## config.mk

```make
export PLATFORM = sky130hd
export DESIGN_NAME = dwt97_lift
export DESIGN_NICKNAME = d
export VERILOG_FILES = /design/src/rtl/dwt97_pkg.sv /design/src/rtl/dwt97_delay.sv /design/src/rtl/dwt97_kmul.sv /design/src/rtl/dwt97_stage.sv /design/src/rtl/dwt97_lift.sv
export SDC_FILE = /design/constraint.sdc
export NUM_CORES = 1
export LEC_CHECK = 0
export BUFFER_PORTS_ARGS = -buffer_cell sky130_fd_sc_hd__buf_2
export CAP_MARGIN = 5
export CORE_ASPECT_RATIO = 1.5
export CORE_MARGIN = 2
export CORE_UTILIZATION = 57
export DETAILED_ROUTE_END_ITERATION = 16
export PLACE_DENSITY = 0.76
export SYNTH_ARGS = -nofsm -noshare
export SYNTH_HDL_FRONTEND = slang
export SYNTH_SLANG_ARGS = --single-unit
```

## constraint.sdc

```tcl
create_clock -name clk -period 3.7 [get_ports clk]
set_clock_uncertainty 0.15 [all_clocks]
set_input_delay 0.74 -clock clk [delete_from_list [all_inputs] [get_ports clk]]
set_output_delay 0.74 -clock clk [all_outputs]
set_load 0.01 [all_outputs]
```

## src/rtl/dwt97_pkg.sv

```systemverilog
package dwt97_pkg;

    localparam int DW   = 16;           // internal sample width
    localparam int CW   = 8;            // constant width
    localparam int FRAC = 6;            // fractional bits of constants
    localparam int SL   = 4;            // operand slice width for table lookup
    localparam int NSL  = DW / SL;      // number of slices
    localparam int TW   = SL + CW;      // table entry width
    localparam int PW   = DW + CW;      // full product width
    localparam int NENT = 1 << SL;      // entries per table

    typedef enum logic [1:0] {
        PL_IO_ONLY = 2'd0,
        PL_STAGE   = 2'd1,
        PL_FULL    = 2'd2
    } place_e;

    typedef enum logic {
        LK_PREDICT = 1'b0,
        LK_UPDATE  = 1'b1
    } lift_kind_e;

    typedef logic signed [DW-1:0] samp_t;

    typedef struct packed {
        logic  vld;
        logic  first;
        logic  last;
        samp_t ev;
        samp_t od;
    } pair_t;

    localparam logic signed [CW-1:0] K_ALPHA = -8'sd102;
    localparam logic signed [CW-1:0] K_BETA  = -8'sd3;
    localparam logic signed [CW-1:0] K_GAMMA =  8'sd57;
    localparam logic signed [CW-1:0] K_DELTA =  8'sd28;
    localparam logic signed [CW-1:0] K_LO    =  8'sd74;
    localparam logic signed [CW-1:0] K_HI    =  8'sd56;

    typedef logic [NENT-1:0][TW-1:0] rom_t;

    // Product table for one slice; the top slice is read with negative weight.
    function automatic rom_t build_rom(input logic signed [CW-1:0] k, input logic top);
        rom_t r;
        for (int v = 0; v < NENT; v++) begin
            int sv;
            sv   = (top && v >= NENT / 2) ? v - NENT : v;
            r[v] = TW'(sv * int'(k));
        end
        return r;
    endfunction

    function automatic logic signed [CW-1:0] stage_coef(input int g);
        case (g)
            0:       return K_ALPHA;
            1:       return K_BETA;
            2:       return K_GAMMA;
            default: return K_DELTA;
        endcase
    endfunction

endpackage

```

## src/rtl/dwt97_delay.sv

```systemverilog
module dwt97_delay #(
    parameter int LAT = 2,
    parameter int W   = 8
) (
    input  logic         clk,
    input  logic         rst,
    input  logic [W-1:0] d,
    output logic [W-1:0] q
);

    generate
        if (LAT == 0) begin : g_wire
            assign q = d;
        end else begin : g_reg
            logic [W-1:0] sr [LAT];
            always_ff @(posedge clk) begin
                if (rst) begin
                    for (int i = 0; i < LAT; i++) sr[i] <= '0;
                end else begin
                    sr[0] <= d;
                    for (int i = 1; i < LAT; i++) sr[i] <= sr[i-1];
                end
            end
            assign q = sr[LAT-1];
        end
    endgenerate

endmodule

```

## src/rtl/dwt97_kmul.sv

```systemverilog
module dwt97_kmul import dwt97_pkg::*; #(
    parameter logic signed [CW-1:0] COEF = K_ALPHA,
    parameter bit                   PIPE = 1'b1
) (
    input  logic                 clk,
    input  logic signed [DW-1:0] x,
    output logic signed [PW-1:0] p
);

    logic signed [TW-1:0] part   [NSL];
    logic signed [TW-1:0] part_q [NSL];
    logic signed [PW-1:0] acc;

    // One product table per operand slice, addressed by the slice value.
    generate
        for (genvar g = 0; g < NSL; g++) begin : g_slice
            localparam rom_t ROM = build_rom(COEF, (g == NSL - 1));
            assign part[g] = $signed(ROM[x[g*SL +: SL]]);
        end
    endgenerate

    generate
        if (PIPE) begin : g_part_reg
            always_ff @(posedge clk) part_q <= part;
        end else begin : g_part_comb
            always_comb part_q = part;
        end
    endgenerate

    // Shift-and-add of the slice products.
    always_comb begin
        acc = '0;
        for (int i = 0; i < NSL; i++) begin
            acc = acc + (PW'(part_q[i]) <<< (SL * i));
        end
    end

    generate
        if (PIPE) begin : g_sum_reg
            always_ff @(posedge clk) p <= acc;
        end else begin : g_sum_comb
            assign p = acc;
        end
    endgenerate

endmodule

```

## src/rtl/dwt97_stage.sv

```systemverilog
module dwt97_stage import dwt97_pkg::*; #(
    parameter lift_kind_e           KIND  = LK_PREDICT,
    parameter logic signed [CW-1:0] COEF  = K_ALPHA,
    parameter bit                   MPIPE = 1'b1,
    parameter bit                   SREG  = 1'b1
) (
    input  logic  clk,
    input  logic  rst,
    input  pair_t din,
    output pair_t dout
);

    localparam int ML = MPIPE ? 2 : 0;

    pair_t                em;
    pair_t                emd;
    pair_t                res;
    samp_t                nsum;
    samp_t                scaled;
    logic signed [PW-1:0] prod;

    generate
        if (KIND == LK_PREDICT) begin : g_pred
            // Holds a pair until its right neighbour arrives or the line ends.
            pair_t hold;
            always_ff @(posedge clk) begin
                if (rst)           hold     <= '0;
                else if (din.vld)  hold     <= din;
                else if (em.vld)   hold.vld <= 1'b0;
            end
            always_comb begin
                em     = hold;
                em.vld = hold.vld & (hold.last | din.vld);
                nsum   = hold.ev + (hold.last ? hold.ev : din.ev);
            end
        end else begin : g_upd
            // Keeps the previous odd-side value of the line.
            samp_t prev_d;
            always_ff @(posedge clk) begin
                if (rst)          prev_d <= '0;
                else if (din.vld) prev_d <= din.od;
            end
            always_comb begin
                em   = din;
                nsum = din.od + (din.first ? din.od : prev_d);
            end
        end
    endgenerate

    dwt97_kmul #(.COEF(COEF), .PIPE(MPIPE)) u_mul (
        .clk (clk),
        .x   (nsum),
        .p   (prod)
    );

    dwt97_delay #(.LAT(ML), .W($bits(pair_t))) u_align (
        .clk (clk),
        .rst (rst),
        .d   (em),
        .q   (emd)
    );

    assign scaled = DW'(prod >>> FRAC);

    always_comb begin
        res = emd;
        if (KIND == LK_PREDICT) res.od = emd.od + scaled;
        else                    res.ev = emd.ev + scaled;
    end

    generate
        if (SREG) begin : g_sreg
            always_ff @(posedge clk) begin
                if (rst) dout <= '0;
                else     dout <= res;
            end
        end else begin : g_scomb
            assign dout = res;
        end
    endgenerate

endmodule

```

## src/rtl/dwt97_lift.sv

```systemverilog
module dwt97_lift import dwt97_pkg::*; #(
    parameter place_e PLACE = PL_FULL,
    parameter int     IN_W  = 11
) (
    input  logic                 clk,
    input  logic                 rst,
    input  logic                 in_valid,
    input  logic                 in_first,
    input  logic                 in_last,
    input  logic [IN_W-1:0]      in_even,
    input  logic [IN_W-1:0]      in_odd,
    output logic                 out_valid,
    output logic                 out_first,
    output logic                 out_last,
    output logic signed [DW-1:0] out_low,
    output logic signed [DW-1:0] out_high
);

    localparam bit MP     = (PLACE == PL_FULL);
    localparam bit SR     = (PLACE != PL_IO_ONLY);
    localparam int ML     = MP ? 2 : 0;
    localparam int NSTAGE = 4;

    pair_t                chain [NSTAGE+1];
    pair_t                sc_d;
    logic signed [PW-1:0] p_lo;
    logic signed [PW-1:0] p_hi;

    // Edge input register.
    always_ff @(posedge clk) begin
        if (rst) begin
            chain[0] <= '0;
        end else begin
            chain[0].vld   <= in_valid;
            chain[0].first <= in_first;
            chain[0].last  <= in_last;
            chain[0].ev    <= DW'($signed(in_even));
            chain[0].od    <= DW'($signed(in_odd));
        end
    end

    // Predict / update / predict / update.
    generate
        for (genvar g = 0; g < NSTAGE; g++) begin : g_lift
            dwt97_stage #(
                .KIND  ((g % 2 == 0) ? LK_PREDICT : LK_UPDATE),
                .COEF  (stage_coef(g)),
                .MPIPE (MP),
                .SREG  (SR)
            ) u_stage (
                .clk  (clk),
                .rst  (rst),
                .din  (chain[g]),
                .dout (chain[g+1])
            );
        end
    endgenerate

    // Output scaling, one multiplier per branch.
    dwt97_kmul #(.COEF(K_LO), .PIPE(MP)) u_mul_lo (
        .clk (clk),
        .x   (chain[NSTAGE].ev),
        .p   (p_lo)
    );

    dwt97_kmul #(.COEF(K_HI), .PIPE(MP)) u_mul_hi (
        .clk (clk),
        .x   (chain[NSTAGE].od),
        .p   (p_hi)
    );

    dwt97_delay #(.LAT(ML), .W($bits(pair_t))) u_sc_align (
        .clk (clk),
        .rst (rst),
        .d   (chain[NSTAGE]),
        .q   (sc_d)
    );

    // Edge output register.
    always_ff @(posedge clk) begin
        if (rst) begin
            out_valid <= 1'b0;
            out_first <= 1'b0;
            out_last  <= 1'b0;
            out_low   <= '0;
            out_high  <= '0;
        end else begin
            out_valid <= sc_d.vld;
            out_first <= sc_d.vld & sc_d.first;
            out_last  <= sc_d.vld & sc_d.last;
            out_low   <= DW'(p_lo >>> FRAC);
            out_high  <= DW'(p_hi >>> FRAC);
        end
    end

endmodule

```

==> impl_metrics.tcl, run 1 <==
set metrics [dict create \
    min_path_cells 2 \
    synth_edf_count 0 \
    synth_compound_area_share_pct 8.46 \
    crit_chain "mux2_2 > ha_1 > fa_1 > a211oi_2 > o21ai_1 > a211o_1 > a21o_1 > a21oi_1 > xnor2_2 > ha_1 > mux2i_1 > xnor2_1" \
    synthesis.area_um2 34800 \
    synth_flop_cell "dfxtp_1" \
    grt_pass1_vias 21900 \
    grt_pass1_wl_mm 101 \
    fin_crit_ns 3.50 \
    max_freq_mhz 285 \
    antenna_found_initial 0 \
    crit_arrival_ns 3.84 \
    worst-setup-path-type "flip-flop to flip-flop" \
    syn2layout_area_growth_pct 11.4 \
    hold_end "chain[174]" \
    placed_cells 4153 \
    syn_avg_cell_area_um2 10.3 \
    die_h_um 307 \
    routed_wl_mm 61.1 \
    ir_drop_v 0.000559 \
    cts_made_buffers 75 \
    cp_common_cell "ha_1" \
    power.density_nw_per_um2 756 \
    fin_cells 4292 \
    finalNetCount 3843 \
    rr_startpoint "g_lift[0].u_stage.dout[33]" \
    status "complete, no violations" \
    cts_sinks 818 \
    finalCritPeriodShare_pct 94.7 \
    leakage_uw 0.0171 \
    synth_seq_area_share_pct 47.1 \
    path_clk_slew_ns 0.06 \
    viasPerCell 5.14 \
    utilization_pct 64.4 \
    reg2reg_depth 12 \
    clockBufferDepth 3 \
    hold_path_class "primary input to flip-flop" \
    start_util_pct 57.8 \
    clock_latency_ns 0.63 \
    drt_iter0_markers 903 \
    critPathCaptureType "flip-flop" \
    cts_tree "yes" \
    numPortBuffers 61 \
    firstDrtPassIters 8 \
    synthAdderAreaFrac_pct 14.5 \
    worstPathRequired_ns 4.03 \
    yosys.area_share.simple_pct 14.7 \
    cp_max_fo 4 \
    setup_violations 0 \
    hp-start "in_valid" \
    r2r_end "g_lift[1].u_stage.u_mul.part_q[3]" \
    rrSetupSlack_ns 0.20 \
    vias 22000 \
    slowest_delay_ns 0.47 \
    final_max_slew_viol_count 0 \
    coreArea_um2 60100 \
    synth_xor_area_share_pct 5.43 \
    grt_usage_pct 19.8 \
    yosys_warnings 0 \
    die_x_um 206 \
    cp_slowest_cell "fa_1" \
    maxCapViolCount 0 \
    drc 0 \
    grt_max_degree 141 \
    slew_headroom_pct 32.0 \
    yosysUniqueCellTypes 79 \
    dpl.hpwl_mm 45.1 \
    synthMuxAreaShare_pct 6.09 \
    synth-seq-cells 818 \
    hold_violations 0 \
    final_antenna_net_count 0 \
    wl_per_cell_um 14.2 \
    die_area_um2 63100 \
    row_count 110 \
    syn_inst 3364 \
    critPathTopFamily "compound AO/OA/AOI/OAI gates" \
    place_congestion 0.854 \
    n_fill_cell 4689 \
    synth_top_family_by_area "simple AND/OR/NAND/NOR gates" \
    htree_levels 3 \
    worst_pin_slew_ns 1.02 \
    clockRootBuffer "clkbuf_16" \
    ios 62 \
    critPathLaunchType "flip-flop" \
    diodes 0 \
    critPathBufInv 0 \
    holdWs_ns 0.169 \
    synthArstFlopShare_pct 0 \
    drive_gt1_share_pct 9.09 \
    overflow 0 \
]
-- cell type report --
type / count / area (µm²) / area share (%)
Timing Repair Buffer: 100 / 674 / 1.74
Clock buffer: 109 / 2200 / 5.67
Clock inverter: 28 / 438 / 1.13
Inverter: 243 / 912 / 2.35
Tap cell: 784 / 981 / 2.53
Multi-Input combinational cell: 2210 / 17200 / 44.3
Sequential cell: 818 / 16400 / 42.3
-- through the flow --
step | setup slack, ns | total power, µW | setup TNS (ns) | area, µm²
after floorplan | 0.128 | 19100 | 0 | 34800
after global placement | 0.230 | 21100 | 0 | 36100
after detailed placement | 0.190 | 21400 | 0 | 36100
after CTS | 0.134 | 29600 | 0 | 38700
after global routing | -0.00820 | 31400 | -0.00820 | 38800
final | 0.195 | 29300 | 0 | 38800
-- cells in the mapped netlist (23+ instances only) --
library cell / n / area (µm²)
clkbuf_1: 85 / 319
inv_1: 241 / 905
nor3_1: 55 / 275
xnor2_1: 131 / 1150
o21ai_0: 80 / 400
ha_1: 309 / 3870
mux2i_1: 124 / 1240
mux2_2: 55 / 619
dfxtp_1: 818 / 16400
xor2_1: 70 / 613
o21ai_1: 23 / 115
fa_1: 59 / 1180
nand2b_1: 25 / 156
a21oi_1: 137 / 686
nand2_1: 99 / 372
a21o_1: 40 / 300
and3_1: 25 / 156
nand3_1: 30 / 150
nor2b_1: 417 / 2610
nor2_1: 286 / 1070
-- flip-flops by register name, indices dropped and copies added, names as in the netlist --
| register | flops |
|---|---|
| out_valid | 1 |
| u_sc_align.g_reg.sr | 6 |
| g_lift.u_stage.u_mul.p | 64 |
| u_mul_lo.p | 16 |
| g_lift.u_stage.g_upd.prev_d | 32 |
| out_first | 1 |
| g_lift.u_stage.em | 58 |
| g_lift.u_stage.u_align.g_reg.sr | 250 |
| u_mul_hi.p | 16 |
| g_lift.u_stage.g_pred.hold | 2 |
| chain | 25 |
| out_last | 1 |
| out_low | 16 |
| u_mul_lo.part_q | 34 |
| u_mul_hi.part_q | 25 |
| out_high | 16 |
| g_lift.u_stage.dout | 135 |
| g_lift.u_stage.u_mul.part_q | 120 |
-- cell usage in the layout (no fill, tap or decap), types with 15 or more instances in the layout --
cell | Yosys | layout
dfxtp_1 | 818 | 817
nor2b_1 | 417 | 417
ha_1 | 309 | 309
nor2_1 | 286 | 286
inv_1 | 241 | 240
a21oi_1 | 137 | 137
xnor2_1 | 131 | 130
mux2i_1 | 124 | 124
nand2_1 | 99 | 99
o21ai_0 | 80 | 79
clkbuf_16 | 0 | 76
xor2_1 | 70 | 69
buf_2 | 2 | 60
fa_1 | 59 | 59
nor3_1 | 55 | 55
mux2_2 | 55 | 55
a21o_1 | 40 | 40
buf_4 | 0 | 33
nand3_1 | 30 | 30
and3_1 | 25 | 25
nand2b_1 | 25 | 25
o21ai_1 | 23 | 24
o21a_1 | 22 | 22
o21bai_1 | 21 | 21
a31oi_1 | 18 | 18
clkbuf_8 | 0 | 17
clkbuf_1 | 85 | 16
o31ai_1 | 15 | 15
-- repair_timing --
action,CTS,global route
buffers inserted,0,2
setup endpoints to repair,0,8
hold buffers,0,0
gates resized for setup,0,7
-- worst max path at each step --
| stage | from | end | slack [ns] | cells after the start |
|---|---|---|---|---|
| floorplan | g_lift[2].u_stage.em[32] | g_lift[2].u_stage.u_mul.part_q[31] | 0.13 | 14 |
| global placement | g_lift[0].u_stage.dout[33] | g_lift[1].u_stage.u_mul.part_q[3] | 0.23 | 12 |
| detailed placement | g_lift[0].u_stage.dout[33] | g_lift[1].u_stage.u_mul.part_q[3] | 0.19 | 12 |
| CTS | g_lift[1].u_stage.u_mul.part_q[46] | g_lift[1].u_stage.u_mul.p[20] | 0.13 | 14 |
| global route | g_lift[0].u_stage.dout[33] | g_lift[1].u_stage.u_mul.part_q[3] | -0.008 | 12 |
| finish | g_lift[0].u_stage.dout[33] | g_lift[1].u_stage.u_mul.part_q[3] | 0.20 | 12 |
-- cell families after synthesis --
group	count (synthesis)
fa+ha+maj	369
xor+xnor	209
buf+inv	338
flops	818
simple gates	985
compound gates	453
mux	191
other cells	1
-- per-layer routing --
metal / wire length (µm) / GRT usage [%]
met1: 20800 / 17.1
met2: 35800 / 41.7
met3: 1580 / 2.97
met4: 2940 / 10.3
met5: 0 / 0
-- power breakdown --
part / total, µW / switching (µW) / internal, µW
logic: 10100 / 5480 / 4640
registers: 11100 / 752 / 10400
clock network: 8060 / 3320 / 4740
-- worst reg2reg max path: cells and delay by family (launching register included) --
family          cells  cell delay, ns
mux                 2            0.51
xor+xnor            2            0.26
flops               1            0.36
fa+ha+maj           3            0.98
compound gates      5            1.10
Power figures use the tool's default switching activity.
==> run 2: changes to the inputs <==
--- a/config.mk
+++ b/config.mk
@@ -12,6 +12,7 @@
 export CORE_UTILIZATION = 57
 export DETAILED_ROUTE_END_ITERATION = 16
 export PLACE_DENSITY = 0.76
+export RECOVER_POWER = 50
 export SYNTH_ARGS = -nofsm -noshare
 export SYNTH_HDL_FRONTEND = slang
 export SYNTH_SLANG_ARGS = --single-unit
==> impl_metrics.tcl, run 2 (same netlist as run 1, synthesis figures left out) <==
set metrics [dict create \
    ios 62 \
    drive_gt1_share_pct 9.04 \
    hold_path_class "primary input to flip-flop" \
    power.density_nw_per_um2 757 \
    multiInputGateArea_um2 17200 \
    area.sequential_um2 16400 \
    setup_violations 0 \
    final_max_slew_viol_count 136 \
    routed_wl_mm 61.1 \
    critPathLaunch "g_lift[0].u_stage.dout[33]" \
    antenna_found_initial 0 \
    slowest_delay_ns 0.47 \
    finalNetCount 3843 \
    worst-setup-path-type "flip-flop to flip-flop" \
    coreArea_um2 60100 \
    fin_cells 4293 \
    die_x_um 206 \
    critPathBufInv 0 \
    cts_tree "yes" \
    slew_headroom_pct -105 \
    postCtsHoldBufs 0 \
    crit_end "g_lift[1].u_stage.u_mul.part_q[3]" \
    dpl.hpwl_mm 45.1 \
    path_depth 12 \
    critPathTopFamily "compound AO/OA/AOI/OAI gates" \
    reg2reg_depth 12 \
    drc 0 \
    overflow 0 \
    p_switching_uw 9550 \
    pwr-share-seq_pct 37.9 \
    ir_drop_v 0.000557 \
    reg_top3 "g_lift.u_stage.u_align.g_reg.sr x250, g_lift.u_stage.dout x135, g_lift.u_stage.u_mul.part_q x120" \
    grt_pass1_wl_mm 101 \
    start_util_pct 57.8 \
    clock_latency_ns 0.63 \
    cts_made_buffers 75 \
    leakage_uw 0.0171 \
    clockRootBuffer "clkbuf_16" \
    clockBufferDepth 3 \
    r2r_end "g_lift[1].u_stage.u_mul.part_q[3]" \
    hp-start "in_valid" \
    p_comb_share_pct 34.5 \
    cp_slowest_cell "fa_1" \
    rrSetupSlack_ns 0.17 \
    worst_pin_slew_ns 3.08 \
    row_count 110 \
    max_freq_mhz 283 \
    p_clk_share_pct 27.5 \
    critPathCaptureType "flip-flop" \
    critPathLaunchType "flip-flop" \
    cp_max_fo 4 \
    p_int_uw 19800 \
    path_clk_slew_ns 0.06 \
    largest_reg_flops 250 \
    crit_arrival_ns 3.86 \
    vias 22100 \
    layout.cells.most_common "dfxtp_1" \
    drt_iter0_markers 908 \
    grt_pass1_vias 21900 \
    wl_per_cell_um 14.2 \
    firstDrtPassIters 5 \
    numPortBuffers 61 \
    place_congestion 0.854 \
    cts_sinks 818 \
    final_antenna_net_count 0 \
    n_fill_cell 4698 \
    top_register "g_lift.u_stage.u_align.g_reg.sr" \
    maxCapViolCount 1 \
    status "finished with violations" \
    finalCritPeriodShare_pct 95.4 \
    die_h_um 307 \
    cp_common_cell "ha_1" \
    sw_frac_of_total_pct 32.6 \
    syn2layout_area_growth_pct 11.3 \
    power_uw 29300 \
    violations "capacitance limit, slew limit" \
    final_cell_mix "dfxtp_1 (817), nor2b_1 (417), ha_1 (309), nor2_1 (286), inv_1 (240)" \
    placed_cells 4153 \
    grt_max_degree 141 \
    die_area_um2 63100 \
    htree_levels 3 \
    worstPathRequired_ns 4.03 \
    rr_startpoint "g_lift[0].u_stage.dout[33]" \
    grt_usage_pct 19.8 \
    viasPerCell 5.14 \
    fin_crit_ns 3.53 \
    crit_chain "mux2_2 > ha_1 > fa_1 > a211oi_2 > o21ai_1 > a211o_1 > a21o_1 > a21oi_1 > xnor2_2 > ha_1 > mux2i_1 > xnor2_1" \
    hold_violations 0 \
]
[run 2: power groups by stage]
stage,combinational (µW),clock (µW),sequential [µW]
floorplan,8120,0,11000
global placement,9760,0,11300
detailed placement,10100,0,11300
CTS,10200,8230,11100
global route,11600,8600,11300
finish,10100,8060,11100
[run 2: what timing repair did]
action | in CTS | in global routing
setup endpoints to repair | 0 | 8
resized for setup | 0 | 7
buffers inserted | 0 | 2
[run 2: worst register-to-register path, stage by stage, from the launching register on]
cell and delay, ns:
dfxtp_1 0.36, mux2_2 0.35, ha_1 0.24, fa_1 0.47
a211oi_2 0.26, o21ai_1 0.15, a211o_1 0.32, a21o_1 0.19
a21oi_1 0.21, xnor2_2 0.18, ha_1 0.27, mux2i_1 0.16
xnor2_1 0.08
[run 2: final cells by class]
| class | instances | area share (%) |
|---|---|---|
| timing repair buffer | 100 | 1.66 |
| sequential | 818 | 42.3 |
| inverter | 243 | 2.36 |
| multi-input combinational | 2210 | 44.4 |
| clock inverter | 28 | 1.13 |
| antenna | 1 | 0.00646 |
| clock buffer | 109 | 5.67 |
| tap | 784 | 2.53 |
[run 2: routing by layer]
metal | vias to the layer above | track usage, % | share of wire (%)
met5 | - | 0 | 0
met4 | 0 | 10.3 | 4.8
met3 | 157 | 2.97 | 2.6
met2 | 287 | 41.7 | 59
met1 | 10300 | 17.1 | 34
li1 | 11300 | - | -
[run 2: how the worst min path moves through the flow]
stage,end,cells past startpoint
after floorplan,u_mul_hi.p[6],0
after global placement,u_mul_hi.p[6],0
after detailed placement,u_mul_hi.p[6],0
after CTS,chain[174],2
after global routing,chain[162],2
final,chain[174],2
[run 2: through the flow]
step	setup TNS (ns)	worst slack [ns]	utilization (%)	area (µm²)	hold slack (ns)
floorplan	0	0.128	-	34800	0.160
CTS	0	0.134	64.4	38700	0.127
finish	0	0.170	64.4	38700	0.166
global route	-0.00820	-0.00820	64.4	38700	0.147
detailed placement	0	0.190	60.0	36100	0.167
global placement	0	0.230	60.0	36100	0.166
